**config.mk**
```make
export PLATFORM = sky130hd
export DESIGN_NAME = tlb_range
export DESIGN_NICKNAME = d
export VERILOG_FILES = /design/src/rtl/tlb_range_pkg.sv /design/src/rtl/tlb_range_cmp.sv /design/src/rtl/tlb_range_pick.sv /design/src/rtl/tlb_range.sv
export SDC_FILE = /design/constraint.sdc
export NUM_CORES = 1
export LEC_CHECK = 0
export ABC_AREA = 1
export BUFFER_PORTS_ARGS = -buffer_cell sky130_fd_sc_hd__buf_4
export CAP_MARGIN = 10
export CORE_MARGIN = 4
export CORE_UTILIZATION = 25
export CTS_CLUSTER_DIAMETER = 100
export DETAILED_ROUTE_END_ITERATION = 16
export GPL_ROUTABILITY_DRIVEN = 0
export HOLD_SLACK_MARGIN = 0.15
export PLACE_DENSITY = 0.39
export SYNTH_ARGS = -nofsm -noshare
export SYNTH_HDL_FRONTEND = slang
export SYNTH_SLANG_ARGS = --single-unit
```
**constraint.sdc**
```tcl
create_clock -name clk_i -period 6.9 [get_ports clk_i]
set_input_delay 1.035 -clock clk_i [delete_from_list [all_inputs] [get_ports clk_i]]
set_output_delay 1.035 -clock clk_i [all_outputs]
set_load 0.01 [all_outputs]
```
**src/rtl/tlb_range_pkg.sv**
```systemverilog
package tlb_range_pkg;

    // Action applied to the slot array at the next edge, in priority order.
    typedef enum logic [1:0] {
        ACT_NONE    = 2'd0,
        ACT_FLUSH   = 2'd1,
        ACT_INSERT  = 2'd2,
        ACT_PROMOTE = 2'd3
    } tlb_act_e;

endpackage

```
**src/rtl/tlb_range_cmp.sv**
```systemverilog
module tlb_range_cmp #(
    parameter int VA_W = 32
) (
    input  logic            valid_i,
    input  logic [VA_W-1:0] base_i,
    input  logic [VA_W-1:0] size_i,
    input  logic [VA_W-1:0] va_i,
    output logic            hit_o
);
    logic [VA_W:0] end_w;

    // One extra bit so a region that reaches the top of the space cannot wrap.
    assign end_w = {1'b0, base_i} + {1'b0, size_i};
    assign hit_o = valid_i && (va_i >= base_i) && ({1'b0, va_i} < end_w);
endmodule

```
**src/rtl/tlb_range_pick.sv**
```systemverilog
module tlb_range_pick #(
    parameter int N     = 4,
    parameter int AGE_W = 2
) (
    input  logic [N-1:0]            match_i,
    input  logic [N-1:0]            valid_i,
    input  logic [N-1:0][AGE_W-1:0] age_i,
    output logic                    win_found_o,
    output logic [AGE_W-1:0]        win_idx_o,
    output logic [AGE_W-1:0]        fill_idx_o
);
    logic [AGE_W-1:0] best_age;
    logic             free_found;

    // Youngest matching slot wins (rank 0 is most recent).
    always_comb begin
        win_found_o = 1'b0;
        win_idx_o   = '0;
        best_age    = '1;
        for (int i = 0; i < N; i++) begin
            if (match_i[i] && (!win_found_o || age_i[i] < best_age)) begin
                win_found_o = 1'b1;
                best_age    = age_i[i];
                win_idx_o   = AGE_W'(i);
            end
        end
    end

    // Lowest free slot first, else the slot holding the oldest rank.
    always_comb begin
        free_found = 1'b0;
        fill_idx_o = '0;
        for (int i = 0; i < N; i++) begin
            if (!valid_i[i] && !free_found) begin
                free_found = 1'b1;
                fill_idx_o = AGE_W'(i);
            end
        end
        if (!free_found) begin
            for (int i = 0; i < N; i++) begin
                if (age_i[i] == AGE_W'(N - 1)) fill_idx_o = AGE_W'(i);
            end
        end
    end
endmodule

```
**src/rtl/tlb_range.sv**
```systemverilog
module tlb_range
    import tlb_range_pkg::*;
#(
    parameter int N     = 4,
    parameter int VA_W  = 32,
    parameter int PA_W  = 32,
    parameter int OFF_W = 12
) (
    input  logic            clk_i,
    input  logic            rst_ni,
    input  logic            flush_i,
    input  logic            lk_req_i,
    input  logic [VA_W-1:0] lk_va_i,
    input  logic            lk_touch_i,
    output logic            lk_hit_o,
    output logic            lk_miss_o,
    output logic [PA_W-1:0] lk_pa_o,
    input  logic            ins_req_i,
    input  logic [VA_W-1:0] ins_vbase_i,
    input  logic [VA_W-1:0] ins_size_i,
    input  logic [PA_W-1:0] ins_pstart_i
);
    localparam int AGE_W = (N > 1) ? $clog2(N) : 1;

    typedef struct packed {
        logic [N-1:0]            valid;
        logic [N-1:0][VA_W-1:0]  base;
        logic [N-1:0][VA_W-1:0]  size;
        logic [N-1:0][PA_W-1:0]  pstart;
        logic [N-1:0][AGE_W-1:0] age;
        logic                    hit;
        logic                    miss;
        logic [PA_W-1:0]         pa;
    } state_t;

    state_t st_d, st_q;

    logic [N-1:0]     match_w;
    logic             win_found_w;
    logic [AGE_W-1:0] win_idx_w;
    logic [AGE_W-1:0] fill_idx_w;
    tlb_act_e         act_w;
    logic [AGE_W-1:0] tgt_w;
    logic [AGE_W-1:0] tgt_age_w;

    function automatic state_t reset_state();
        state_t s;
        s = '0;
        for (int i = 0; i < N; i++) s.age[i] = AGE_W'(i);
        return s;
    endfunction

    for (genvar g = 0; g < N; g++) begin : g_cmp
        tlb_range_cmp #(.VA_W(VA_W)) u_cmp (
            .valid_i (st_q.valid[g]),
            .base_i  (st_q.base[g]),
            .size_i  (st_q.size[g]),
            .va_i    (lk_va_i),
            .hit_o   (match_w[g])
        );
    end

    tlb_range_pick #(.N(N), .AGE_W(AGE_W)) u_pick (
        .match_i     (match_w),
        .valid_i     (st_q.valid),
        .age_i       (st_q.age),
        .win_found_o (win_found_w),
        .win_idx_o   (win_idx_w),
        .fill_idx_o  (fill_idx_w)
    );

    always_comb begin
        if (flush_i)                                       act_w = ACT_FLUSH;
        else if (ins_req_i)                                act_w = ACT_INSERT;
        else if (lk_req_i && lk_touch_i && win_found_w)    act_w = ACT_PROMOTE;
        else                                               act_w = ACT_NONE;

        tgt_w     = (act_w == ACT_INSERT) ? fill_idx_w : win_idx_w;
        tgt_age_w = st_q.age[tgt_w];

        st_d      = st_q;
        st_d.hit  = 1'b0;
        st_d.miss = 1'b0;
        st_d.pa   = '0;

        // Lookup answered from current contents; dropped during a flush.
        if (lk_req_i && !flush_i) begin
            st_d.hit  = win_found_w;
            st_d.miss = !win_found_w;
            if (win_found_w)
                st_d.pa = st_q.pstart[win_idx_w] | PA_W'(lk_va_i[OFF_W-1:0]);
        end

        if (act_w == ACT_FLUSH) st_d.valid = '0;

        if (act_w == ACT_INSERT) begin
            st_d.valid[tgt_w]  = 1'b1;
            st_d.base[tgt_w]   = ins_vbase_i;
            st_d.size[tgt_w]   = ins_size_i;
            st_d.pstart[tgt_w] = ins_pstart_i;
        end

        // Move target to rank 0; every slot younger than it ages by one.
        if (act_w == ACT_INSERT || act_w == ACT_PROMOTE) begin
            for (int i = 0; i < N; i++) begin
                if (AGE_W'(i) == tgt_w)         st_d.age[i] = '0;
                else if (st_q.age[i] < tgt_age_w) st_d.age[i] = st_q.age[i] + 1'b1;
            end
        end
    end

    always_ff @(posedge clk_i or negedge rst_ni) begin
        if (!rst_ni) st_q <= reset_state();
        else         st_q <= st_d;
    end

    assign lk_hit_o  = st_q.hit;
    assign lk_miss_o = st_q.miss;
    assign lk_pa_o   = st_q.pa;
endmodule

```
==> results of run 1 <==
worst max-delay path: cells and delay by family (launching register included):
kind / cells / cell delay (ns)
and+or+nand+nor: 29 / 2.80
AOI/OAI and AO/OA: 8 / 1.23
DFF: 1 / 0.40
adders and majority gates: 5 / 1.37
xor gates and xnor gates: 1 / 0.18
buffers and inverters: 4 / 0.70
per-stage QoR:
stage	power [mW]	area, µm²	utilization
2_1_floorplan	8.65	29200	-
6_report	14.5	36600	0.315
3_5_place_dp	11.0	32800	0.283
4_1_cts	14.3	35400	0.305
5_1_grt	15.9	36600	0.315
3_3_place_gp	11.0	32800	0.283
cells by family (layout without fill, tap and decap cells):
family          after synthesis  after routing  synth area share
fa+ha+maj                   390            390             0.168
simple gates               1140           1141             0.158
buf+inv                     611            930            0.0862
compound gates              910            910             0.183
other cells                   0              1                 0
flops                       430            430             0.369
xor+xnor                    120            120            0.0360
metal layers:
metal / share of wire / up-vias / GRT usage / wire (µm)
li1: - / 12500 / - / -
met1: 0.48 / 11500 / 0.223 / 48600
met2: 0.47 / 303 / 0.274 / 47700
met3: 0.034 / 76 / 0.0231 / 3450
met4: 0.015 / 2 / 0.0336 / 1500
met5: 0.00013 / - / 0 / 13
where the power goes:
part | switching, mW | internal (mW)
registers | 0.584 | 3.24
logic | 4.32 | 3.35
clock network | 1.27 | 1.75
total | 6.17 | 8.34
repair_timing:
action | in CTS | in global routing
resized for setup | 60 | 245
pin swaps | 26 | 64
cloned | 11 | 10
endpoints found under the setup margin | 137 | 137
setup buffers | 16 | 22
how the worst max path moves through the flow:
stage | from | to | slack, ns | cells after the start
floorplan | flop | st_q[37] | 0.21 | 59
global placement | flop | lk_pa_o[1] | -0.47 | 54
detailed placement | flop | flop | -0.51 | 53
CTS | flop | flop | 0.00008 | 56
global route | flop | flop | -0.45 | 47
finish | flop | flop | 0.04 | 47
area by class of cell:
class,count,share of cell area
clock buffers,82,0.0442
well taps,1524,0.0521
diodes,1,0.0000684
inverters,473,0.0487
flip-flops and latches,430,0.294
clock inverters,21,0.00739
multi-input cells,2561,0.461
repair buffers,354,0.0922
layout by cell type, fill, tap and decap left out, drive strengths merged, types with 5 or more instances in the layout:
cell type,n
nand2,839
xor2,55
nor3,25
inv,472
a211oi,11
nand3,89
o21a,86
o211ai,30
o221ai,5
a21oi,277
o21bai,7
clkbuf,92
ha,386
o21ai,450
a21o,6
a31oi,14
nand4,34
and3,5
dfrtp,426
buf,343
nor2,141
o31ai,6
clkinv,16
xnor2,65
==> run_results.csv, run 1 <==
group,metric,value,unit
yosys,synthCells,3601,
routing,wl,101,mm
die,row_count,125,
clock_network,cts_made_buffers,55,
global_routing,grt_pass1_vias,24700,
pwr,vdd_drop_max,0.208,mV
final_layout,multi_input_area,16900,µm²
critical_path,cp_max_fo,6,
pwr,pwr_density_cell,397,nW/µm²
critical_path,crit_slowest_cell,"dfrtp_1",
final_layout,n_fill_cell,12400,
routing,wl_per_cell,18.6,µm
critical_path,regToRegSetupSlack,0.04,ns
yosys,synth-edff-count,0,
routing,via_per_inst,4.49,
place,dp_cells,5286,
sta,max_freq,146,MHz
pwr,p_leak,17.9,nW
run,max_cap_violations,0,
sta,finalSetupViolCount,0,
yosys,synth-seq-cells,430,
yosys,synth_commonest_cells,"nand2_1, inv_1, dfrtp_1",
yosys,ys_seq_area_frac,0.369,
critical_path,endpoint_kind,"flop",
die,die_width,350,µm
min_path,hold_class,"input port to async pin",
sta,rsz0062_at_grt,"true",
final_layout,fin_nets,4399,
sta,worst_pin_slew,1.18,ns
sta,min_period_over_period,0.994,
sta,worst_slack,0.0419,ns
final_layout,register_area,10800,µm²
die,initial_utilization,0.252,
clock_network,clock-sinks,430,
final_layout,instances_no_fill,5446,
yosys,yosys.area.top_type_share,0.365,
clock_network,hold_buffers,0,
routing,drt_iter0_drc,1169,
critical_path,reg2reg_depth,47,
global_routing,antenna_found_initial,3,
clock_network,cts_tree,"done",
place,numPortBuffers,167,
routing,ant_nets,0,
clock_network,clk_pin_slew_worst_paths,0.06,ns
critical_path,crit_type,"flop to flop",
sta,skew,0.0689,ns
yosys,mappedNetlistArea,29200,µm²
final_layout,drive_above_1_share,0.188,
clock_network,clk_latency,0.70,ns
sta,final-hold-violation-count,0,
yosys,synthArstFlopShare,1.00,
final_layout,areaGrowthSynthToFinish,25.3,%
sta,slew_viol_final,0,
die,core,116000,µm²
critical_path,start_kind,"flop",
yosys,syn_area_per_cell,8.11,µm²
yosys,synth.distinct_cells,59,
critical_path,worstPathArrival,7.39,ns
yosys,yosys.area.top_type,"dfrtp_1",
yosys,yosys_warnings,0,
global_routing,grt_max_degree,148,
die,die-height,350,µm
sta,hold_slack,0.281,ns
routing,drc,0,
critical_path,worstPathRequired,7.43,ns
routing,drt_pass1_iterations,5,
clock_network,htree_levels,2,
critical_path,cp_slowest_stage_delay,0.40,ns
run_status,status,"completed",
yosys,synth-main-ff-cell,"dfrtp_1",
global_routing,grt_use_total,0.163,
critical_path,timing.critical_path.mode_cell,"nand2_1",
global_routing,grt_pass1_wl,153,mm
place,dp_worst_setup_slack,-0.507,ns
sta,tns,0,ns
place,hpwl,72.4,mm
clock_network,cts_root_buffer,"clkbuf_16",
sta,max_slew_margin,0.213,
clock_network,ctsLongestPathBuffers,3,
die,io-pin-count,168,
die,die-area,122000,µm²
global_routing,grt_remaining_overflow,0,
yosys,synth_area_leaders,"dfrtp_1, ha_1, nand2_1",
routing,vias,24400,
sta,period_minus_slack,6.86,ns
yosys,synth_nets,4125,
yosys,synth_most_common_cell,"nand2_1",
No activity file was read; power rests on OpenSTA's default activity.
==> run 2: changes to the inputs <==
- CORE_MARGIN: 4 -> 1.5
==> run 2 against run 1 <==
  * Worst setup slack better by 0.19 ns
  * Via count decreased by 0.13%
  * Worst hold slack better by 0.15 ns
  * Highest routed layer unchanged
==> run_results.csv, run 2 (synthesis results as in run 1) <==
group,metric,value,unit
sta,worst_pin_slew,1.08,ns
final_layout,drive_above_1_share,0.193,
die,die-area,119000,µm²
routing,wl_met3,3.39,mm
critical_path,worstPathArrival,7.20,ns
critical_path,regToRegSetupSlack,0.23,ns
sta,max_slew_margin,0.276,
final_layout,final_cell_mix,"nand2_1, inv_1, dfrtp_1, ha_1, buf_4",
clock_network,clock-sinks,430,
sta,worst_slack,0.233,ns
clock_network,cts_tree,"done",
pwr,combPwrFrac,0.519,
clock_network,hold_buffers,0,
routing,vias,24400,
global_routing,grt_use_total,0.162,
clock_network,ctsLongestPathBuffers,3,
routing,drc,0,
sta,slew_viol_final,0,
die,die_width,345,µm
place,dp_worst_setup_slack,-0.535,ns
critical_path,critPathTopFamily,"simple AND/OR/NAND/NOR gates",
routing,drt_pass1_iterations,6,
pwr,power_frac_seq,0.257,
die,io-pin-count,168,
final_layout,final_common_cell,"nand2_1",
critical_path,reg2reg_depth,55,
run_status,status,"completed",
final_layout,post-route-cell-area,36800,µm²
routing,wl,97.9,mm
clock_network,htree_levels,2,
routing,ant_nets,0,
place,numPortBuffers,167,
critical_path,crit_type,"flop to flop",
critical_path,endpoint_kind,"flop",
clock_network,clk_pin_slew_worst_paths,0.06,ns
routing,met1Wirelength,47.7,mm
routing,top_layer,"met5",
min_path,hold_class,"input port to async pin",
pwr,p_leak,18.0,nW
routing,met2WireLength,45.2,mm
sta,min_period_over_period,0.966,
sta,finalSetupViolCount,0,
pwr,clockPowerShare,0.223,
critical_path,crit_slowest_cell,"dfrtp_1",
clock_network,cts_made_buffers,58,
clock_network,cts_root_buffer,"clkbuf_16",
pwr,pwr_density_cell,403,nW/µm²
clock_network,clk_latency,0.71,ns
global_routing,grt_pass1_wl,147,mm
sta,final-hold-violation-count,0,
critical_path,worstPathRequired,7.43,ns
die,die-height,345,µm
global_routing,antenna_found_initial,5,
pwr,power.total,14.9,mW
pwr,power_switching,6.21,mW
final_layout,areaGrowthSynthToFinish,26.2,%
final_layout,instances_no_fill,5446,
run,max_cap_violations,0,
final_layout,fin_nets,4404,
pwr,p_int,8.65,mW
critical_path,start_kind,"flop",
place,dp_cells,5299,
die,initial_utilization,0.252,
place,place_area,32900,µm²
sta,skew,0.0747,ns
sta,period_minus_slack,6.67,ns
pwr,p_sw_frac,0.418,
critical_path,crit_buf_inv,4,
final_layout,n_fill_cell,12400,
sta,max_freq,150,MHz
global_routing,grt_pass1_vias,24300,
critical_path,cp_slowest_stage_delay,0.40,ns
die,core,116000,µm²
place,hpwl,71.0,mm
global_routing,grt_max_degree,145,
final_layout,insertedDiodeCount,0,
die,row_count,125,
routing,via_per_inst,4.48,
critical_path,crit_cells,55,
sta,rsz0062_at_grt,"true",
critical_path,timing.critical_path.mode_cell,"nand2_2",
routing,wl_per_cell,18.0,µm
pwr,vdd_drop_max,0.215,mV
routing,drt_iter0_drc,1286,
sta,hold_slack,0.431,ns
global_routing,grt_remaining_overflow,0,
critical_path,cp_max_fo,8,
[run 2: stage by stage]
step	utilization	TNS, ns
2_1_floorplan	-	0
3_3_place_gp	0.284	-54.87
3_5_place_dp	0.284	-61.79
4_1_cts	0.304	0
5_1_grt	0.317	-29.67
6_report	0.317	0
[run 2: per-layer routing]
layer,vias to the layer above,global-route usage
met2,306,0.267
met5,-,0
met4,10,0.0348
met3,77,0.0234
li1,12500,-
met1,11500,0.222
[run 2: worst min-delay path by stage]
stage | endpoint | slack, ns
global route | flop | 0.49
CTS | async pin | 0.46
detailed placement | flop | 0.47
finish | async pin | 0.43
floorplan | flop | 0.45
global placement | flop | 0.46
[run 2: repair_timing]
action	4_1_cts	5_1_grt
resized for setup	35	298
hold endpoints to repair	0	0
pin swaps	13	73
gates cloned	3	20
setup buffers	7	19
setup endpoints to repair	137	137
[run 2: cell type report]
class / instances / area [µm²] / area share
tap: 1524 / 1910 / 0.0518
multi-input combinational: 2560 / 16900 / 0.460
clock buffer: 75 / 1580 / 0.0428
sequential: 430 / 10800 / 0.292
inverter: 473 / 1780 / 0.0484
clock inverter: 27 / 484 / 0.0131
timing repair buffer: 357 / 3380 / 0.0918
[run 2: worst reg2reg max path: cells and delay by family (launching register included)]
| kind | cells | cell delay, ns |
|---|---|---|
| compound gates | 11 | 1.17 |
| xor+xnor | 1 | 0.16 |
| fa+ha+maj | 4 | 1.10 |
| buf+inv | 4 | 0.56 |
| flops | 1 | 0.40 |
| simple gates | 35 | 3.11 |
[run 2: power groups by stage]
stage / combinational (mW) / sequential [mW] / clock, mW
floorplan: 5.05 / 3.60 / 0
global placement: 7.21 / 3.79 / 0
detailed placement: 7.24 / 3.78 / 0
CTS: 7.37 / 3.75 / 3.42
global route: 8.87 / 3.92 / 3.52
finish: 7.72 / 3.82 / 3.32
